===== src/rtl/host_irq_pkg.sv =====
package host_irq_pkg;

  localparam int OFS_MASK     = 0;
  localparam int OFS_MASK_SET = 1;
  localparam int OFS_MASK_CLR = 2;
  localparam int OFS_STS_ND   = 3;
  localparam int OFS_STS_COR  = 4;
  localparam int OFS_ACK      = 5;

  typedef struct packed {
    logic mask_wr;
    logic mask_set;
    logic mask_clr;
    logic ack_wr;
    logic rd_mask;
    logic rd_nd;
    logic rd_cor;
    logic rd_any;
  } hirq_strb_t;

endpackage


===== src/rtl/hirq_decode.sv =====
module hirq_decode
  import host_irq_pkg::*;
#(
  parameter int ADDR_W = 4
) (
  input  logic [ADDR_W-1:0] addr_i,
  input  logic              wr_en_i,
  input  logic              rd_en_i,
  output hirq_strb_t        strb_o
);

  always_comb begin
    strb_o          = '0;
    strb_o.mask_wr  = wr_en_i && (addr_i == ADDR_W'(OFS_MASK));
    strb_o.mask_set = wr_en_i && (addr_i == ADDR_W'(OFS_MASK_SET));
    strb_o.mask_clr = wr_en_i && (addr_i == ADDR_W'(OFS_MASK_CLR));
    strb_o.ack_wr   = wr_en_i && (addr_i == ADDR_W'(OFS_ACK));
    strb_o.rd_mask  = rd_en_i && (addr_i == ADDR_W'(OFS_MASK));
    strb_o.rd_nd    = rd_en_i && (addr_i == ADDR_W'(OFS_STS_ND));
    strb_o.rd_cor   = rd_en_i && (addr_i == ADDR_W'(OFS_STS_COR));
    strb_o.rd_any   = rd_en_i;
  end

endmodule


===== src/rtl/hirq_mask.sv =====
module hirq_mask
  import host_irq_pkg::*;
#(
  parameter int                NUM_SRC    = 18,
  parameter logic [NUM_SRC-1:0] VALID_MASK = 18'h347FF,
  parameter logic [NUM_SRC-1:0] MASK_RST   = 18'h00001
) (
  input  logic               clk_i,
  input  logic               rst_ni,
  input  hirq_strb_t         strb_i,
  input  logic [NUM_SRC-1:0] wdata_i,
  output logic [NUM_SRC-1:0] mask_o
);

  logic [NUM_SRC-1:0] mask_d;
  logic [NUM_SRC-1:0] wd_v;

  assign wd_v = wdata_i & VALID_MASK;

  always_comb begin
    mask_d = mask_o;
    if (strb_i.mask_wr)  mask_d = wd_v;
    if (strb_i.mask_set) mask_d = mask_d | wd_v;
    if (strb_i.mask_clr) mask_d = mask_d & ~wd_v;
  end

  for (genvar i = 0; i < NUM_SRC; i++) begin : g_bit
    if (VALID_MASK[i]) begin : g_flop
      always_ff @(posedge clk_i or negedge rst_ni) begin
        if (!rst_ni) mask_o[i] <= MASK_RST[i];
        else         mask_o[i] <= mask_d[i];
      end
    end else begin : g_tie
      assign mask_o[i] = 1'b0;
    end
  end

  AST_MASK_SET: assert property (@(posedge clk_i) disable iff (!rst_ni)
    strb_i.mask_set |=> ((mask_o & $past(wd_v)) == $past(wd_v)));
  AST_MASK_CLR: assert property (@(posedge clk_i) disable iff (!rst_ni)
    strb_i.mask_clr |=> ((mask_o & $past(wd_v)) == '0));
  AST_MASK_HOLD: assert property (@(posedge clk_i) disable iff (!rst_ni)
    !(strb_i.mask_wr || strb_i.mask_set || strb_i.mask_clr) |=> $stable(mask_o));

endmodule


===== src/rtl/hirq_status.sv =====
module hirq_status
  import host_irq_pkg::*;
#(
  parameter int                 NUM_SRC    = 18,
  parameter logic [NUM_SRC-1:0] VALID_MASK = 18'h347FF
) (
  input  logic               clk_i,
  input  logic               rst_ni,
  input  logic [NUM_SRC-1:0] src_i,
  input  hirq_strb_t         strb_i,
  input  logic [NUM_SRC-1:0] wdata_i,
  output logic [NUM_SRC-1:0] sts_o
);

  logic [NUM_SRC-1:0] src_v;
  logic [NUM_SRC-1:0] clr;
  logic [NUM_SRC-1:0] sts_d;

  assign src_v = src_i & VALID_MASK;

  always_comb begin
    clr = '0;
    if (strb_i.ack_wr) clr = clr | wdata_i;
    if (strb_i.rd_cor) clr = '1;
    // set beats clear
    sts_d = (sts_o & ~clr) | src_v;
  end

  for (genvar i = 0; i < NUM_SRC; i++) begin : g_bit
    if (VALID_MASK[i]) begin : g_flop
      always_ff @(posedge clk_i or negedge rst_ni) begin
        if (!rst_ni) sts_o[i] <= 1'b0;
        else         sts_o[i] <= sts_d[i];
      end
    end else begin : g_tie
      assign sts_o[i] = 1'b0;
    end
  end

  AST_SRC_WINS: assert property (@(posedge clk_i) disable iff (!rst_ni)
    (|src_v) |=> ((sts_o & $past(src_v)) == $past(src_v)));
  AST_ACK_CLEARS: assert property (@(posedge clk_i) disable iff (!rst_ni)
    strb_i.ack_wr |=> ((sts_o & $past(wdata_i & ~src_v)) == '0));
  AST_COR_EMPTIES: assert property (@(posedge clk_i) disable iff (!rst_ni)
    strb_i.rd_cor |=> (sts_o == $past(src_v)));

endmodule


===== src/rtl/host_irq_ctrl.sv =====
module host_irq_ctrl
  import host_irq_pkg::*;
#(
  parameter int                 NUM_SRC    = 18,
  parameter int                 ADDR_W     = 4,
  parameter int                 DATA_W     = 32,
  parameter logic [NUM_SRC-1:0] VALID_MASK = 18'h347FF,
  parameter logic [NUM_SRC-1:0] MASK_RST   = 18'h00001
) (
  input  logic              clk_i,
  input  logic              rst_ni,
  input  logic [NUM_SRC-1:0] src_i,
  input  logic [ADDR_W-1:0] addr_i,
  input  logic              wr_en_i,
  input  logic              rd_en_i,
  input  logic [DATA_W-1:0] wdata_i,
  output logic [DATA_W-1:0] rdata_o,
  input  logic              irq_pol_i,
  output logic              irq_o
);

  localparam int PAD_W = DATA_W - NUM_SRC;

  hirq_strb_t         strb;
  logic [NUM_SRC-1:0] mask;
  logic [NUM_SRC-1:0] sts;
  logic [NUM_SRC-1:0] wd;
  logic               unused_wdata_hi;
  logic               pend;

  assign wd              = wdata_i[NUM_SRC-1:0];
  assign unused_wdata_hi = ^wdata_i[DATA_W-1:NUM_SRC];

  hirq_decode #(.ADDR_W(ADDR_W)) u_decode (
    .addr_i  (addr_i),
    .wr_en_i (wr_en_i),
    .rd_en_i (rd_en_i),
    .strb_o  (strb)
  );

  hirq_mask #(
    .NUM_SRC(NUM_SRC), .VALID_MASK(VALID_MASK), .MASK_RST(MASK_RST)
  ) u_mask (
    .clk_i   (clk_i),
    .rst_ni  (rst_ni),
    .strb_i  (strb),
    .wdata_i (wd),
    .mask_o  (mask)
  );

  hirq_status #(
    .NUM_SRC(NUM_SRC), .VALID_MASK(VALID_MASK)
  ) u_status (
    .clk_i   (clk_i),
    .rst_ni  (rst_ni),
    .src_i   (src_i),
    .strb_i  (strb),
    .wdata_i (wd),
    .sts_o   (sts)
  );

  always_ff @(posedge clk_i or negedge rst_ni) begin
    if (!rst_ni) begin
      rdata_o <= '0;
    end else if (strb.rd_any) begin
      if (strb.rd_nd || strb.rd_cor) rdata_o <= {{PAD_W{1'b0}}, sts};
      else if (strb.rd_mask)         rdata_o <= {{PAD_W{1'b0}}, mask};
      else                           rdata_o <= '0;
    end
  end

  assign pend  = |(sts & ~mask);
  assign irq_o = pend ^ irq_pol_i;

  AST_ND_NO_SIDE: assert property (@(posedge clk_i) disable iff (!rst_ni)
    (strb.rd_nd && !strb.ack_wr && !(|src_i)) |=> $stable(sts));
  AST_COR_DATA: assert property (@(posedge clk_i) disable iff (!rst_ni)
    strb.rd_cor |=> (rdata_o[NUM_SRC-1:0] == $past(sts)));
  AST_RD_HOLD: assert property (@(posedge clk_i) disable iff (!rst_ni)
    !rd_en_i |=> $stable(rdata_o));
  AST_RSVD_READ_ZERO: assert property (@(posedge clk_i) disable iff (!rst_ni)
    rd_en_i |=> ((rdata_o[NUM_SRC-1:0] & ~VALID_MASK) == '0));

endmodule


===== config.mk =====
export PLATFORM = sky130hd
export DESIGN_NAME = host_irq_ctrl
export DESIGN_NICKNAME = d
export VERILOG_FILES = /design/src/rtl/host_irq_pkg.sv /design/src/rtl/hirq_decode.sv /design/src/rtl/hirq_mask.sv /design/src/rtl/hirq_status.sv /design/src/rtl/host_irq_ctrl.sv
export SDC_FILE = /design/constraint.sdc
export NUM_CORES = 1
export LEC_CHECK = 0
export BUFFER_PORTS_ARGS = -buffer_cell sky130_fd_sc_hd__buf_4
export CORE_MARGIN = 3
export CORE_UTILIZATION = 51
export CTS_CLUSTER_DIAMETER = 150
export DETAILED_ROUTE_END_ITERATION = 8
export PLACE_DENSITY = 0.85
export SLEW_MARGIN = 20
export SYNTH_ARGS = -nofsm -noshare
export SYNTH_HDL_FRONTEND = slang
export SYNTH_SLANG_ARGS = --single-unit

===== constraint.sdc =====
create_clock -name clk_i -period 2.4 [get_ports clk_i]
set_input_delay 0.6 -clock clk_i [delete_from_list [all_inputs] [get_ports clk_i]]
set_output_delay 0.6 -clock clk_i [all_outputs]
set_load 0.03 [all_outputs]

# Yosys cells after proc, flatten, opt, wreduce, memory -nomap -nowiden
# Index checks and enable logic that the tools add are counted.
# W data, S select, Z words.
[classes]
reduce_logical = 10
n_eq_ne = 5
mux = 7
bitwise = 9
[ops]
columns = ["cell", "count"]
rows = [
  ["$mux W18", 7],
  ["$and A18 B18 Y18", 3],
  ["$not A18 Y18", 3],
  ["$or A18 B18 Y18", 2],
  ["$reduce_or A18 Y1", 1],
  ["$eq A4 B2 Y1 const B", 2],
  ["$eq A4 B3 Y1 const B", 2],
  ["$logic_and A1 B1 Y1", 7],
  ["$eq A4 B1 Y1 const B", 1],
  ["$logic_not A4 Y1", 1],
  ["$logic_or A1 B1 Y1", 1],
  ["$xor A1 B1 Y1", 1],
]
[word_totals]
in_bits = 59
out_inout_bits = 33
register_bits = 60

# Longest topological paths before layout
# Gate-level depths: netlist of run 1.
[depth]
depth_word = 7
mapped_depth = 6

# Cells and area by module
# A second synthesis of run 1 with hierarchy kept.
[unflattened]
hier_cells = 284
area_unflattened_um2 = 2608.8
[modules_own_cells]
columns = ["mod", "area_each_um2", "cells_per_inst", "instances"]
rows = [
  ["host_irq_ctrl", 1122.3, 143, 1],
  ["hirq_mask", 813.3, 79, 1],
  ["hirq_status", 579.3, 50, 1],
  ["hirq_decode", 93.8, 12, 1],
]

# Worst setup path before layout of run 1
# OpenSTA, ideal clock, no wires.
[synth_path]
path_type = "register to output"
start = "register u_mask.mask_o[0]"
end = "output port irq_o"
path_stages_with_launch = 5
arrival_ns = 1.329
t_required_ns = 1.800
slack_ns = 0.471
path_cell_list = "dfstp_2 -> o22ai_1 -> nor3_1 -> nand3_1 -> xor2_1"
[synth_via]
elab_chain_cells = 4
[synth_lines]
columns = ["element", "line", "rtl"]
rows = [
  ["start, declared", "hirq_mask.sv:12", "output logic [NUM_SRC-1:0] mask_o"],
  ["start signal, assigned by index", "hirq_mask.sv:30", "if (!rst_ni) mask_o[i] <= MASK_RST[i];"],
  ["start signal, assigned by index", "hirq_mask.sv:31", "else mask_o[i] <= mask_d[i];"],
  ["$not A18 Y18", "host_irq_ctrl.sv:72", "assign pend = |(sts & ~mask);"],
  ["$and A18 B18 Y18", "host_irq_ctrl.sv:72", ""],
  ["$reduce_or A18 Y1", "host_irq_ctrl.sv:72", ""],
  ["$xor A1 B1 Y1", "host_irq_ctrl.sv:73", "assign irq_o = pend ^ irq_pol_i;"],
  ["end, declared", "host_irq_ctrl.sv:19", "output logic irq_o"],
]
# Every way passes these cells.

# Final worst setup path of run 1
# Ends and elaborated chain as after synthesis.

==> impl_results.md, run 1 <==
* Status: complete, no violations
* I/O pin count at 92
* Slew Limit Fails at 0
* DR vias/cell at 5.382
* Fin crit share at 93.44%
* Number of setup buffers added after CTS at 0
* Final wirelength at 4518 um
* Critical path type: reg -> out
* Net Sw Frac at 27.10%
* Fin nets at 332
* Area growth, synth to finish at 21.45%
* Top cells by count, synth: 41 x dfrtp_1, 31 x nor2_1, 29 x a21oi_1
* Layout Utilization at 67.04%
* Worst EP arrival at 1640 ps
* Most common cell in the netlist: dfrtp_1
* DRT Pass-1 Iters at 4
* Reg2reg start: u_mask.mask_o[0]$_DFF_PN1_
* Fraction of registers with async set/reset at 100.0%
* Largest cells by area after synthesis: dfrtp_1 49%, buf_4 7.1%, a21oi_1 6.9%, nor2_1 5.5%, a31o_2 5.4%
* Total GRT Usage at 19.11%
* Synth Instances at 223
* CTS tree: done
* Static leakage at 1.151 nW
* Final HPWL DP at 3262 um
* Max-slew headroom at 63.59%
* Core ar. at 3826 um^2
* Clock share of power at 34.3%
* Ys Warns at 0
* H-tree levels at 2
* P_sw at 0.4330 mW
* Unrepaired setup endpoints after global routing: no
* Antenna cell count at 0
* Setup TNS Final at 0 ps
* Final Hold Fails at 0
* # setup viols final at 0
* Std-Cell Rows at 22
* Root buf cell: clkbuf_8
* EDFF count, synth at 0
* Gate power share at 17.1%
* Worst hold path class: in -> async
* Post-synth top flop: dfrtp_1
* Layout cell share with drive strength beyond 1 at 29.56%
* Port bufs at 51
* P_int at 1.165 mW
* Mean Syn Cell Area at 9.471 um^2
* Critical Path RT at 1800 ps
* Worst Setup Start Kind: register
* DRC at 0
* Flop pwr share at 48.7%
* Die width at 70.35 um
* Die H at 70.35 um
* VDD IR-drop max at 0.6714 mV
* GP Congestion at 0.8421
* Crit. End Element: output pin
* Synth unique cells at 28
* Seq/Total Area, Yosys at 49.82%
* Clk Latency, worst-skew pair at 290 ps
* Gates resized, CTS repair at 0
* Clock sinks at 42
* Worst slew pin tran at 546.2 ps
* Post-route ant nets at 0
* Die Area at 4949 um^2
* First-pass GRT wire length at 7465 um
* Initial antenna violation count at 0
* Setup Skew at 3.918 ps
* Total grt overflow at 0
* WHS at 270.8 ps
* Max Fclk at 0.4459 GHz
* Per-cell routed wire length at 14.03 um
* MaxCap Viol Count at 0
* Final critical-path required period at 2243 ps
* #FFs+latches synth at 42
* Worst Setup SP: u_mask.mask_o[0]$_DFF_PN1_
* TritonCTS buffer count at 5
* Largest net degree at the start of global routing at 43
* Pwr dens at 623.0 nW/um^2
* Mapped Area at 2112 um^2
* Drt first-iter violations at 144
* Cts hold-fix bufs at 0
* CTS clk-pin slew, worst paths at 80 ps
* Vias in the first global route at 1541
* Initial Utilization at 55.20%
* Worst-path fanout max at 4
* Area leader, netlist: dfrtp_1
* DP Area at 2455 um^2
* Share of Yosys cell area claimed by the top area cell type at 48.58%
* Via count at 1733
* Fin area at 2565 um^2
* CTS Buffer Depth at 2
-- flip-flops by register name, indices dropped and copies added (netlist names) --
name / flops
rdata_o: 14
u_mask.mask_o: 14
u_status.sts_o: 14
-- stage by stage --
| stage | total power [mW] | setup WS (ps) | instances |
|---|---|---|---|
| floorplan | 0.9658 | 470.5 | 240 |
| global placement | 1.059 | 477.5 | 314 |
| detailed placement | 1.065 | 457.6 | 314 |
| CTS | 1.611 | 151.8 | 322 |
| global route | 1.674 | 24.34 | 322 |
| finish | 1.598 | 157.5 | 322 |
-- area by class of cell --
class                           count  area, um^2
Clock inverter                      2       37.54
Timing Repair Buffer               56       420.4
Multi-Input combinational cell    154       869.6
Sequential cell                    42        1052
Inverter                           14       52.55
Tap cell                           48       60.06
Clock buffer                        6       72.57
Fill cell                         318        1261
-- path summary, 6_finish.rpt --
| kind | slack, ps | cells after the start | end |
|---|---|---|---|
| worst max register to register | 1480 | 2 | u_mask.mask_o[0]$_DFF_PN1_ |
| max in group asynchronous | 1770 | 1 | u_mask.mask_o[0]$_DFF_PN1_ |
| worst min-delay path | 270 | 1 | rdata_o[9]$_DFFE_PN0P_ |
| worst min register to register | 530 | 2 | rdata_o[1]$_DFFE_PN0P_ |
| worst max-delay path | 160 | 5 | irq_o |
| min in group clk_i | 460 | 2 | u_mask.mask_o[0]$_DFF_PN1_ |
-- routing by layer --
| layer | track usage (%) | share of wire [%] | vias up |
|---|---|---|---|
| met1 | 26.85 | 45 | 800 |
| met2 | 28.27 | 45 | 71 |
| met5 | 0 | 0 | - |
| li1 | - | - | 854 |
| met4 | 6.383 | 1.6 | 0 |
| met3 | 5.468 | 8.2 | 8 |
-- cells in the final DEF, fill, tap and decap left out, types with 13 or more instances in the layout --
master and count:
nand2_1 15, inv_1 14, nor2_1 31, a211oi_1 13
buf_4 56, dfrtp_1 41, conb_1 18, a31o_2 13
a21oi_1 29, a22oi_1 14
-- power by group through the flow --
stage	logic [mW]	registers [mW]	clock network, mW
2_1_floorplan	0.141	0.824	0
3_3_place_gp	0.269	0.790	0
3_5_place_dp	0.273	0.791	0
4_1_cts	0.274	0.777	0.560
5_1_grt	0.297	0.784	0.592
6_report	0.273	0.778	0.548
-- critical path: stages, from the launching register on --
cell	delay, ps
dfstp_2	560
o22ai_1	100
nor3_1	220
nand3_1	140
xor2_1	160
buf_4	170
-- cell families after synthesis --
family | synth area share [%]
compound gates | 25.18
xor+xnor | 0.4148
buf+inv | 12.03
flops | 49.82
other cells | 0.1776
simple gates | 12.38
Note: power is estimated with default switching activity, not from simulation.
==> inputs of run 2 (changes only) <==
--- a/config.mk
+++ b/config.mk
@@ -7,11 +7,12 @@
 export LEC_CHECK = 0
 export BUFFER_PORTS_ARGS = -buffer_cell sky130_fd_sc_hd__buf_4
 export CORE_MARGIN = 3
-export CORE_UTILIZATION = 51
+export CORE_UTILIZATION = 54
 export CTS_CLUSTER_DIAMETER = 150
 export DETAILED_ROUTE_END_ITERATION = 8
-export PLACE_DENSITY = 0.85
+export PLACE_DENSITY = 0.86
 export SLEW_MARGIN = 20
 export SYNTH_ARGS = -nofsm -noshare
 export SYNTH_HDL_FRONTEND = slang
+export SYNTH_HIERARCHICAL = 1
 export SYNTH_SLANG_ARGS = --single-unit
==> constraint.sdc (replaced) <==
create_clock -name clk_i -period 2.6 [get_ports clk_i]
set_input_delay 0.65 -clock clk_i [delete_from_list [all_inputs] [get_ports clk_i]]
set_output_delay 0.65 -clock clk_i [all_outputs]
set_load 0.03 [all_outputs]
==> impl_results.md, run 2 <==
* Status: complete, no violations
* Biggest regs: rdata_o (18), u_mask/mask_o (14), u_status/sts_o (14)
* DR vias/cell at 5.531
* DRT Pass-1 Iters at 4
* Via count at 2146
* Gates resized, CTS repair at 0
* # setup viols final at 0
* Most common cell in the netlist: dfrtp_1
* Static leakage at 1.350 nW
* Critical Path RT at 1950 ps
* Commonest non-fill, non-tap cell in the layout: buf_4
* Crit. End Element: output pin
* Worst-case reg-to-reg path depth at 2
* Multiplexer area fraction after synthesis at 0%
* Fin nets at 394
* CTS Buffer Depth at 2
* Area growth, synth to finish at 17.99%
* Initial Utilization at 57.92%
* Critical path type: reg -> out
* Die H at 75.51 um
* Worst hold path class: in -> async
* Reg2reg start: u_mask/mask_o[16]$_DFF_PN0_
* Top reg by flops: rdata_o
* Worst EP arrival at 1740 ps
* Pwr dens at 595.2 nW/um^2
* Clk Latency, worst-skew pair at 310 ps
* Xor/xnor cell area share of the yosys netlist at 0.3357%
* Mean Syn Cell Area at 9.186 um^2
* Total GRT Usage at 22.51%
* Post-route ant nets at 0
* Fraction of registers with async set/reset at 100.0%
* Top cells by count, synth: 45 x dfrtp_1, 33 x nand2_1, 27 x buf_4
* Synthesized-area fraction occupied by adder cells at 0%
* Largest net degree at the start of global routing at 47
* RR Endpoint: u_mask/mask_o[16]$_DFF_PN0_
* Critical-path top delay cell: dfstp_2
* Final critical-path required period at 2387 ps
* Main combinational cell family by area after synthesis: compound AO/OA/AOI/OAI gates
* Setup Skew at 6.922 ps
* Layout cell share with drive strength beyond 1 at 27.68%
* WP buf/inv at 2
* CP delay by family, top: flip-flops
* Drt first-iter violations at 150
* Seq/Total Area, Yosys at 44.17%
* Post-synth top flop: dfrtp_1
* Most frequent cells in the layout: 63 x buf_4, 45 x dfrtp_1, 33 x nand2_1, 25 x inv_1, 22 x conb_1
* Root buf cell: clkbuf_8
* Number of setup buffers added after CTS at 0
* Worst Setup Start Kind: register
* TritonCTS buffer count at 5
* Synth unique cells at 34
* Worst path max stage delay at 570 ps
* Antenna cell count at 0
* Fin crit share at 91.82%
* Port bufs at 55
* Worst-path fanout max at 3
* Synth Area in Simple Gates at 20.67%
* Max-slew headroom at 60.47%
* Share of Yosys cell area claimed by the top area cell type at 43.17%
* GP Congestion at 0.8212
* Core ar. at 4504 um^2
* First-pass GRT wire length at 9549 um
* Final HPWL DP at 4338 um
* H-tree levels at 2
* R2R Setup Slk at 1570 ps
* Setup TNS Final at 0 ps
* I/O pin count at 92
* #FFs+latches synth at 46
* Per-cell routed wire length at 15.51 um
* Vias in the first global route at 1953
* Std-Cell Rows at 24
* Unrepaired setup endpoints after global routing: no
* DRC at 0
* Die width at 75.51 um
* CTS clk-pin slew, worst paths at 90 ps
* Final Hold Fails at 0
* Critical-path cell list: inv_1 > a221oi_1 > o2111ai_1 > xor2_1 > buf_4
* Worst Setup SP: u_mask/mask_o[0]$_DFF_PN1_
* MaxCap Viol Count at 0
* Total grt overflow at 0
* Cts hold-fix bufs at 0
* VDD IR-drop max at 0.3829 mV
* Ys Warns at 6
* Initial antenna violation count at 0
* Mapped Area at 2609 um^2
* Slew Limit Fails at 0
* Final wirelength at 6018 um
* Post-synthesis compound-gate area fraction at 20.77%
* Die Area at 5701 um^2
* Max Fclk at 0.4189 GHz
* Clock sinks at 46
* Fillers at 350
* Largest cells by area after synthesis: dfrtp_1 43%, buf_4 7.8%, a221oi_2 6.3%, nand2_1 4.7%, a31oi_1 4.3%
* EDFF count, synth at 0
* CTS tree: done
* Area leader, netlist: dfrtp_1
* Worst slew pin tran at 592.9 ps
* Max FFs per register at 18
* Layout Utilization at 68.33%
* Synth Instances at 284
run 2: cell count changes after synthesis, sizes merged, moves of 11 or more:
cell | previous run | this run
a211oi | 14 | 0
nand2 | 15 | 33
a221oi | 2 | 14
o21ai | 0 | 13
nand3 | 2 | 18
a31oi | 0 | 18
a21oi | 29 | 1
nor2 | 31 | 19
inv | 14 | 25
a22oi | 14 | 0
run 2: how the worst max path moves through the flow:
stage	endpoint	slack [ps]	depth (start not counted)
6_report	irq_o	210	5
5_1_grt	irq_o	90	6
4_1_cts	irq_o	200	6
3_5_place_dp	rdata_o[9]$_DFFE_PN0P_	480	8
3_3_place_gp	irq_o	520	5
2_1_floorplan	rdata_o[3]$_DFFE_PN0P_	490	7
run 2: kinds of logic (layout without fill, tap and decap cells):
family / after synthesis / count (layout)
other cells: 3 / 22
buf+inv: 63 / 96
xor+xnor: 1 / 1
flops: 46 / 46
simple gates: 105 / 105
compound gates: 66 / 66
run 2: final cells by class:
type                            count  area (um^2)  share of cell area, %
Clock buffer                        6        72.57                  2.358
Clock inverter                      2        37.54                  1.220
Inverter                           25        93.84                  3.049
Multi-Input combinational cell    194         1184                  38.46
Sequential cell                    46         1152                  37.44
Tap cell                           52        65.06                  2.114
Timing Repair Buffer               63        473.0                  15.37
run 2: stage by stage:
stage / area [um^2] / setup slack [ps] / instances / power [mW] / hold WS (ps)
6_report: 3078 / 212.7 / 388 / 1.832 / 330.4
5_1_grt: 3078 / 94.75 / 388 / 1.915 / 364.8
4_1_cts: 3078 / 195.0 / 388 / 1.837 / 353.7
3_5_place_dp: 2968 / 475.7 / 380 / 1.300 / 493.3
3_3_place_gp: 2968 / 522.6 / 380 / 1.278 / 486.3
2_1_floorplan: 2680 / 485.2 / 303 / 1.152 / 354.4
run 2: where the power goes:
| part | leakage (nW) | switching (mW) | internal, mW | total, mW |
|---|---|---|---|---|
| Combinational | 0.790 | 0.232 | 0.175 | 0.406 |
| Sequential | 0.509 | 0.0803 | 0.804 | 0.884 |
| Clock | 0.0514 | 0.254 | 0.287 | 0.541 |
run 2: metal layers:
layer	share of wire [%]	vias to the layer above	track usage [%]	routed length [um]
li1	-	1041	-	-
met1	44	1024	32.97	2627
met2	49	75	33.65	2949
met3	6.0	6	4.881	363
met4	1.3	0	6.602	78
met5	0	-	0	0
